`config.mk`:
```
export PLATFORM = sky130hd
export DESIGN_NAME = loop_window
export DESIGN_NICKNAME = d
export VERILOG_FILES = /design/src/rtl/loopchk_pkg.sv /design/src/rtl/loop_window.sv
export SDC_FILE = /design/constraint.sdc
export NUM_CORES = 1
export LEC_CHECK = 0
export BUFFER_PORTS_ARGS = -buffer_cell sky130_fd_sc_hd__clkbuf_2
export CAP_MARGIN = 30
export CORE_ASPECT_RATIO = 0.8
export CORE_MARGIN = 2
export CORE_UTILIZATION = 52
export DETAILED_ROUTE_END_ITERATION = 8
export PLACE_DENSITY = 0.84
export SYNTH_ARGS = -nofsm -noshare
export SYNTH_HDL_FRONTEND = slang
export SYNTH_SLANG_ARGS = --single-unit
```
`constraint.sdc`:
```
create_clock -name clk_i -period 4.29 [get_ports clk_i]
set_input_delay 0.858 -clock clk_i [delete_from_list [all_inputs] [get_ports clk_i]]
set_output_delay 0.858 -clock clk_i [all_outputs]
set_load 0.1 [all_outputs]
```
`src/rtl/loopchk_pkg.sv`:
```
package loopchk_pkg;

    // Phase of the loopback window controller.
    typedef enum logic {
        LW_IDLE = 1'b0,
        LW_WAIT = 1'b1
    } lw_state_e;

endpackage

```
`src/rtl/loop_window.sv`:
```
module loop_window
    import loopchk_pkg::*;
#(
    parameter int DATA_W  = 16,
    parameter int WIN_CYC = 300
) (
    input  logic              clk_i,
    input  logic              rst_ni,
    input  logic              ref_valid_i,
    input  logic [DATA_W-1:0] ref_word_i,
    input  logic              ref_sync_i,
    input  logic              go_i,
    input  logic              rx_valid_i,
    input  logic [DATA_W-1:0] rx_word_i,
    input  logic              rx_sync_i,
    input  logic              rx_err_i,
    output logic              busy_o,
    output logic              done_o,
    output logic              err_trig_o,
    output logic              fwd_valid_o,
    output logic [DATA_W-1:0] fwd_word_o,
    output logic              fwd_sync_o
);

    localparam int CNT_W = $clog2(WIN_CYC + 1);
    localparam logic [CNT_W-1:0] WIN_LOAD = CNT_W'(WIN_CYC);
    localparam logic [CNT_W-1:0] CNT_ONE  = CNT_W'(1);

    typedef struct packed {
        lw_state_e         state;
        logic [CNT_W-1:0]  cnt;
        logic              err;
        logic              fwd_v;
        logic [DATA_W-1:0] fwd_w;
        logic              fwd_s;
    } win_t;

    win_t win_d, win_q;
    logic differs;
    logic done;

    // Sync type is part of the compared word.
    assign differs = (rx_word_i != ref_word_i) || (rx_sync_i != ref_sync_i);

    always_comb begin
        win_d       = win_q;
        win_d.err   = 1'b0;
        win_d.fwd_v = 1'b0;
        done        = 1'b0;
        unique case (win_q.state)
            LW_IDLE: begin
                if (go_i && ref_valid_i) begin
                    win_d.state = LW_WAIT;
                    win_d.cnt   = WIN_LOAD;
                end
            end
            LW_WAIT: begin
                if (rx_valid_i) begin
                    win_d.fwd_v = 1'b1;
                    win_d.fwd_w = rx_word_i;
                    win_d.fwd_s = rx_sync_i;
                    win_d.err   = rx_err_i || differs;
                    win_d.state = LW_IDLE;
                    win_d.cnt   = '0;
                    done        = 1'b1;
                end else if (win_q.cnt == CNT_ONE) begin
                    win_d.err   = 1'b1;
                    win_d.state = LW_IDLE;
                    win_d.cnt   = '0;
                    done        = 1'b1;
                end else begin
                    win_d.cnt = win_q.cnt - CNT_ONE;
                end
            end
            default: begin
                win_d.state = LW_IDLE;
                win_d.cnt   = '0;
            end
        endcase
    end

    always_ff @(posedge clk_i or negedge rst_ni) begin
        if (!rst_ni) begin
            win_q <= '{state: LW_IDLE, cnt: '0, err: 1'b0, fwd_v: 1'b0,
                       fwd_w: '0, fwd_s: 1'b0};
        end else begin
            win_q <= win_d;
        end
    end

    assign busy_o      = (win_q.state == LW_WAIT);
    assign done_o      = done;
    assign err_trig_o  = win_q.err;
    assign fwd_valid_o = win_q.fwd_v;
    assign fwd_word_o  = win_q.fwd_w;
    assign fwd_sync_o  = win_q.fwd_s;

    AST_WIN_CNT_RANGE: assert property (@(posedge clk_i) disable iff (!rst_ni)
        (win_q.state == LW_WAIT) |-> (win_q.cnt != '0 && win_q.cnt <= WIN_LOAD));

    AST_WIN_FWD_CLOSES: assert property (@(posedge clk_i) disable iff (!rst_ni)
        fwd_valid_o |-> (win_q.state == LW_IDLE));

endmodule

```
==> metrics.md, run 1 <==
| Metric | Value |
|---|---|
| Critical Path End Type | `primary output` |
| Synth-to-layout area growth | `21.1%` |
| CP required | `~3.4 ns` |
| WL final | `about 3100 µm` |
| Sw Ratio | `0.488` |
| Critical Path Source Type | `flop` |
| Grt ovf | `0` |
| Number of global-route vias before repair | `~1200` |
| N_diodes | `0` |
| Pint | `between 600 and 700 µW` |
| Tmin final | `about 3.0 ns` |
| Hold path depth | `1` |
| Top Family by Delay on Critical Path | `simple AND/OR/NAND/NOR gates` |
| Initial antenna violation count | `0` |
| Netlist cell types | `30` |
| CP max stage delay | `0.50 ns` |
| Final hold viol count | `0` |
| Synth async-reset ratio | `1.00` |
| Core area | `~0.0028 mm²` |
| PostCTS Resize Cnt | `0` |
| ANT nets after route | `0` |
| Hold crit path type | `reg -> reg` |
| Part of the power in registers | `0.300` |
| Critical path class | `reg -> out` |
| Syn avg cell area | `11.3 µm²` |
| Worst-path cell chain | `inv_1 -> ha_1 -> or4b_1 -> nor2_1 -> o21a_1 -> clkbuf_2` |
| CTS root buffer | `clkbuf_8` |
| I/O Buffers | `60` |
| FF+latch count, synth | `29` |
| H-tree Lvls | `2` |
| Clock power share | `0.213` |
| Largest net degree at the start of global routing | `30` |
| Synthesized Nets | `around 180` |
| Post-synthesis sequential area ratio | `0.463` |
| CP max-delay cell | `or4b_1` |
| Die X-Extent | `roughly 65 µm` |
| Fin area | `between 0.0015 and 0.002 mm²` |
| DR DRC count | `0` |
| RR Startpoint | `win_q[20]` |
| Sink Count | `29` |
| Combinational Power Share | `0.486` |
| Drt pass-1 iters | `4` |
| CP Buf/Inv Count | `2` |
| Gr usage total | `0.208` |
| Clock latency on the worst-skew pair | `between 0.2 and 0.3 ns` |
| R2R Setup Slk | `roughly 2.5 ns` |
| Setup TNS | `0 ns` |
| Max_cap viols | `0` |
| HPWL Detailed | `approximately 2400 µm` |
| Wirelength per Cell | `13.8 µm` |
| Mapped Area | `about 0.0016 mm²` |
| CP arrival | `approximately 2.2 ns` |
| Critical Path Fanout Max | `4` |
| Final Wtd Congestion | `0.842` |
| Clock slew at reported path FFs | `0.06 ns` |
| Most used flip-flop cell after synthesis | `dfrtp_1` |
| RSZ-0062 raised after global routing | `no` |
| Max Freq | `approximately 330 MHz` |
| Share of layout cells above drive strength 1 | `0.468` |
| FP Rows | `17` |
| Max Slew Vio Count | `0` |
| Initial Util | `0.558` |
| Post-CTS setup buffers | `0` |
| Relative slew slack | `0.496` |
| Total power | `between 1000 and 1500 µW` |
| Die Height | `~53 µm` |
| Via/cell ratio | `roughly 5.3` |
| Setup violators final | `0` |
| Most common cell after layout, fill and taps aside | `clkbuf_2` |
| First-pass GRT wire length | `5180 µm` |
| Final Skew | `0.00136 ns` |
| Result of the run | `complete, no violations` |
| Yosys warns | `0` |
| Cell Pwr Density | `around 700 mW/mm²` |
| CTS tree | `built` |
| Drt first-iter violations | `34` |
| Fillers | `between 200 and 250` |
| Num CTS Buffers | `5` |
| Net switching power | `between 600 and 700 µW` |
| Hold EP | `fwd_word_o[9]` |
| Post-DP Area | `between 0.0015 and 0.002 mm²` |
| Clock buffer depth | `2` |
| Hold path startpoint | `fwd_word_o[9]` |
| VDD IR max | `around 0.46 mV` |
| Worst hold slack | `~0.50 ns` |
| Die area | `~0.0035 mm²` |
| Hold_buf cts | `0` |
| Via count | `between 1000 and 1500` |
| Critical R2R Capture | `win_q[25]` |
| Syn Inst Count | `roughly 140` |
| IO Pins | `just over 60` |
| Pleak | `about 0.0009 µW` |
| Number of flops mapped to enable cells by yosys | `0` |
| Nets | `between 200 and 250` |
| R2R cell count | `6` |
| Fraction of the cycle the final worst path needs | `0.710` |
| Worst Tran Pin Value | `0.755 ns` |
| Most frequent cells in the layout | `60 x clkbuf_2, 29 x dfrtp_1, 20 x xnor2_1, 17 x mux2_2, 7 x nand2_1` |
worst max path at each step:
stage,startpoint,endpoint,slack (ns),cells past startpoint
2_1_floorplan,busy_o,done_o,1.44,2
3_3_place_gp,win_q[20],done_o,1.63,6
3_5_place_dp,win_q[20],done_o,1.55,6
4_1_cts,win_q[20],done_o,1.24,6
5_1_grt,win_q[20],done_o,1.17,6
6_report,win_q[20],done_o,1.24,6
area by class of cell:
| class | instances | area, µm² | area share |
|---|---|---|---|
| Multi-Input combinational cell | 87 | 693 | 0.365 |
| Timing Repair Buffer | 60 | 300 | 0.158 |
| Inverter | 4 | 15.0 | 0.00791 |
| Clock inverter | 1 | 30.0 | 0.0158 |
| Clock buffer | 7 | 86.3 | 0.0455 |
| Tap cell | 38 | 47.5 | 0.0250 |
| Sequential cell | 29 | 726 | 0.382 |
cell families (layout without fill, tap and decap cells):
family                     after synthesis  in the layout  share of synthesized area
DFF                                     29             29                      0.463
and+or+nand+nor                         25             25                     0.0902
buffers and inverters                   23             72                     0.0950
AOI/OAI and AO/OA                       22             22                     0.0966
xor gates and xnor gates                21             21                      0.117
muxes                                   17             17                      0.122
adders and majority gates                2              2                     0.0160
metal layers:
metal / track usage / vias to the layer above / share of wire
li1: - / 559 / -
met1: 0.218 / 584 / 0.40
met2: 0.374 / 42 / 0.51
met3: 0.0745 / 7 / 0.071
met4: 0.101 / 0 / 0.019
met5: 0 / - / 0
worst reg2reg max path: stages, from the launching register on:
cell	delay (ns)
dfrtp_1	0.40
inv_1	0.10
ha_1	0.14
or4b_1	0.50
o21ai_4	0.27
o2bb2a_1	0.18
o31ai_1	0.07
per-stage QoR:
stage | instances | setup slack (ns) | utilization
final | 226 | 1.24 | 0.676
after global routing | 226 | 1.17 | 0.676
after detailed placement | 218 | 1.55 | 0.635
after floorplan | 139 | 1.44 | -
after CTS | 226 | 1.24 | 0.676
after global placement | 218 | 1.63 | 0.635
cells in the mapped netlist, types with 2 or more instances:
cell type	number	area, µm²
a21oi_1	6	30.0
nor2_1	4	15.0
xnor2_1	20	175
o22ai_1	3	18.8
buf_2	2	10.0
nor3_1	2	10.0
ha_1	2	25.0
buf_4	16	120
inv_1	4	15.0
nand2_1	7	26.3
o21ai_0	4	20.0
mux2_2	17	191
dfrtp_1	29	726
o31ai_1	4	30.0
nand4_1	4	25.0
sequential cells by signal (all words and copies together) (netlist names):
register / count
fwd_word_o: 16
win_q: 9
fwd_valid_o: 1
busy_o: 1
fwd_sync_o: 1
err_trig_o: 1
power groups by stage:
stage | clock network (µW) | registers [µW] | logic (µW)
4_1_cts | 290 | 401 | 653
6_report | 285 | 401 | 650
3_5_place_dp | 0 | 406 | 649
2_1_floorplan | 0 | 430 | 574
3_3_place_gp | 0 | 398 | 638
5_1_grt | 307 | 411 | 678
Note: power is estimated with default switching activity, not from simulation.
==> inputs of run 2 (changes only) <==
Settings changed: ABC_AREA from default to 1, CORE_UTILIZATION 52 to 44, PLACE_DENSITY 0.84 to 0.75.
Clock period 4.29 ns to 2.6 ns, I/O delays scaled along.
==> run 2 against run 1 <==
Effect of this change: global-route usage decreased by 3.1 points; clock skew is 0.0017 ns higher; clock-buffer cell count stayed put; critical path depth increased by 1; register-to-register slack got worse by 1.4 ns; routed wire length grew 9.3%; cell area increased by 5.5%; area after synthesis grew 6.2%; flip-flop and latch count unchanged.
==> metrics.md, run 2 <==
| Metric | Value |
|---|---|
| Finished Core Util | `0.569` |
| Top Family by Delay on Critical Path | `buffers and inverters` |
| Synth-to-layout area growth | `20.3%` |
| Grt ovf | `0` |
| Tmin final | `2.42 ns` |
| Met2 WL | `about 1600 µm` |
| Post-CTS setup buffers | `0` |
| Most common library cells after synthesis | `72 x nand2_1, 34 x inv_1, 29 x dfrtp_1` |
| Post-synthesis sequential area ratio | `0.436` |
| Via/cell ratio | `4.63` |
| CTS tree | `built` |
| Worst Tran Pin Value | `about 0.72 ns` |
| Number of global-route vias before repair | `1424` |
| CP max stage delay | `around 0.45 ns` |
| Critical Path Source Type | `flop` |
| DR DRC count | `0` |
| CP Buf/Inv Count | `3` |
| Critical R2R Capture | `fwd_word_o[15]` |
| RSZ-0062 raised after global routing | `no` |
| Final Skew | `0.00303 ns` |
| Final Wtd Congestion | `approximately 0.9` |
| Combinational Power Share | `0.482` |
| R2R Setup Slk | `~1.1 ns` |
| First-pass GRT wire length | `between 5000 and 6000 µm` |
| WL met1 | `1570 µm` |
| Clock slew at reported path FFs | `around 0.060 ns` |
| Worst-path cell chain | `inv_1 -> ha_1 -> nand3_1 -> nor2_2 -> o21ai_0 -> inv_1 -> clkbuf_2` |
| IO Pins | `61` |
| FF+latch area | `around 730 µm²` |
| Hold crit path type | `in -> async` |
| Critical path class | `reg -> out` |
| Syn Inst Count | `~230` |
| Die Height | `slightly below 60 µm` |
| Clock latency on the worst-skew pair | `approximately 0.27 ns` |
| Hold_buf cts | `0` |
| Max_cap viols | `0` |
| Final hold viol count | `0` |
| ANT nets after route | `0` |
| Gr usage total | `0.177` |
| Nets | `324` |
| R2R cell count | `4` |
| Sw Ratio | `0.508` |
| Sink Count | `29` |
| Mapped Area | `around 0.0017 mm²` |
| Critical Path End Type | `primary output` |
| Fin area | `around 0.002 mm²` |
| HPWL Detailed | `about 2800 µm` |
| H-tree Lvls | `2` |
| Syn avg cell area | `7.18 µm²` |
| WL final | `approximately 3400 µm` |
| Most frequent cells in the layout | `72 x nand2_1, 60 x clkbuf_2, 34 x inv_1, 29 x dfrtp_1, 24 x o21ai_0` |
| Die area | `about 0.0043 mm²` |
| Part of the power in registers | `0.318` |
| Fraction of the cycle the final worst path needs | `0.930` |
| Max reg flops | `16` |
| Met3 WL post-DR | `181 µm` |
| Post-synth top area cell | `dfrtp_1` |
| Core area | `around 0.0035 mm²` |
| VDD IR max | `0.506 mV` |
| Synthesized Nets | `around 270` |
| Most used flip-flop cell after synthesis | `dfrtp_1` |
| RR Startpoint | `busy_o` |
| CP max-delay cell | `clkbuf_2` |
| FP Rows | `19` |
| CP arrival | `1.90 ns` |
| N_diodes | `0` |
| Worst path most repeated cell | `inv_1` |
| Net switching power | `roughly 1000 µW` |
| Pint | `between 900 and 1000 µW` |
| Result of the run | `complete, no violations` |
| Fillers | `~350` |
| Post-DP Area | `about 0.0019 mm²` |
| Clock buffer depth | `2` |
| Initial Util | `0.473` |
| PostCTS Resize Cnt | `0` |
| Largest cells by area after synthesis | `dfrtp_1 44%, nand2_1 16%, inv_1 7.7%` |
| Max Freq | `between 400 and 500 MHz` |
| Area of the multi-input gates | `approximately 670 µm²` |
| Drt first-iter violations | `65` |
| Relative slew slack | `0.522` |
| Via count | `approximately 1500` |
| Die X-Extent | `72.8 µm` |
| Synth async-reset ratio | `1.00` |
| Crit path from | `win_q[20]` |
| Max Slew Vio Count | `0` |
| Most common cell after layout, fill and taps aside | `nand2_1` |
| Setup TNS | `0 ns` |
| Yosys warns | `0` |
| I/O Buffers | `60` |
| Top layer in use | `met4` |
| Initial antenna violation count | `0` |
| Number of flops mapped to enable cells by yosys | `0` |
| CP required | `roughly 2.1 ns` |
| Share of layout cells above drive strength 1 | `0.272` |
| Critical Path Fanout Max | `4` |
| Drt pass-1 iters | `4` |
| Clock power share | `0.200` |
| Cell Pwr Density | `990 mW/mm²` |
| Count leader, synth | `nand2_1` |
| Setup violators final | `0` |
| Largest net degree at the start of global routing | `30` |
| Netlist cell types | `19` |
| CTS root buffer | `clkbuf_8` |
| Num CTS Buffers | `5` |
| Synth top area share | `0.436` |
| Pleak | `between 0.001 and 0.0015 µW` |
| Wirelength per Cell | `around 11 µm` |
| FF+latch count, synth | `29` |
-- run 2: changes by cell type in the layout (fill, tap and decap cells not counted), sizes merged, moves of 2 or more --
cell   before  now
nand2       7   72
inv         4   37
nor2        4   26
o21ai       5   26
xnor2      20    2
mux2       17    0
nand3       0    6
o31ai       4    0
nand4       4    1
xor2        1    4
buf         0    2
or4         2    0
-- run 2: area by class of cell --
type | instances | area share
Inverter | 37 | 0.0693
Clock inverter | 1 | 0.00250
Sequential cell | 29 | 0.362
Clock buffer | 7 | 0.0481
Multi-Input combinational cell | 147 | 0.334
Timing Repair Buffer | 62 | 0.157
Tap cell | 42 | 0.0262
-- run 2: worst reg2reg max path, cell delays in order, from the launching register on --
cell and delay, ns:
dfrtp_1 0.47, nand2_1 0.42, buf_4 0.32, nand2_1 0.05, o21ai_0 0.08
-- run 2: through the flow --
step / total power (µW) / cells / setup WS, ns / hold WS (ns)
after floorplan: 1510 / 232 / 0.180 / 0.224
after global placement: 1580 / 317 / 0.573 / 0.467
after detailed placement: 1600 / 317 / 0.493 / 0.466
after CTS: 2000 / 325 / 0.189 / 0.310
after global routing: 2090 / 325 / 0.0238 / 0.350
final: 1980 / 325 / 0.183 / 0.290
-- run 2: logic make-up (layout without fill, tap and decap cells) --
family	Yosys count	in the layout	synth area share
flops	29	29	0.436
simple gates	106	106	0.255
xor+xnor	6	6	0.0316
fa+ha+maj	2	2	0.0150
compound gates	33	33	0.101
buf+inv	56	107	0.162
-- run 2: worst max path at each step --
| stage | to | cells after the start | slack (ns) |
|---|---|---|---|
| finish | done_o | 7 | 0.18 |
| global route | done_o | 7 | 0.02 |
| CTS | done_o | 7 | 0.19 |
| detailed placement | done_o | 7 | 0.49 |
| global placement | done_o | 7 | 0.57 |
| floorplan | done_o | 2 | 0.18 |
-- run 2: power by group through the flow --
stage / Clock [µW] / Sequential, µW / Combinational (µW)
after floorplan: 0 / 684 / 829
after CTS: 404 / 630 / 963
after detailed placement: 0 / 636 / 960
after global placement: 0 / 632 / 951
final: 397 / 631 / 956
after global routing: 427 / 641 / 1020
-- run 2: routing by layer --
metal,up-vias,track usage
li1,794,-
met1,664,0.218
met2,40,0.296
met3,8,0.0493
met4,0,0.0741
met5,-,0
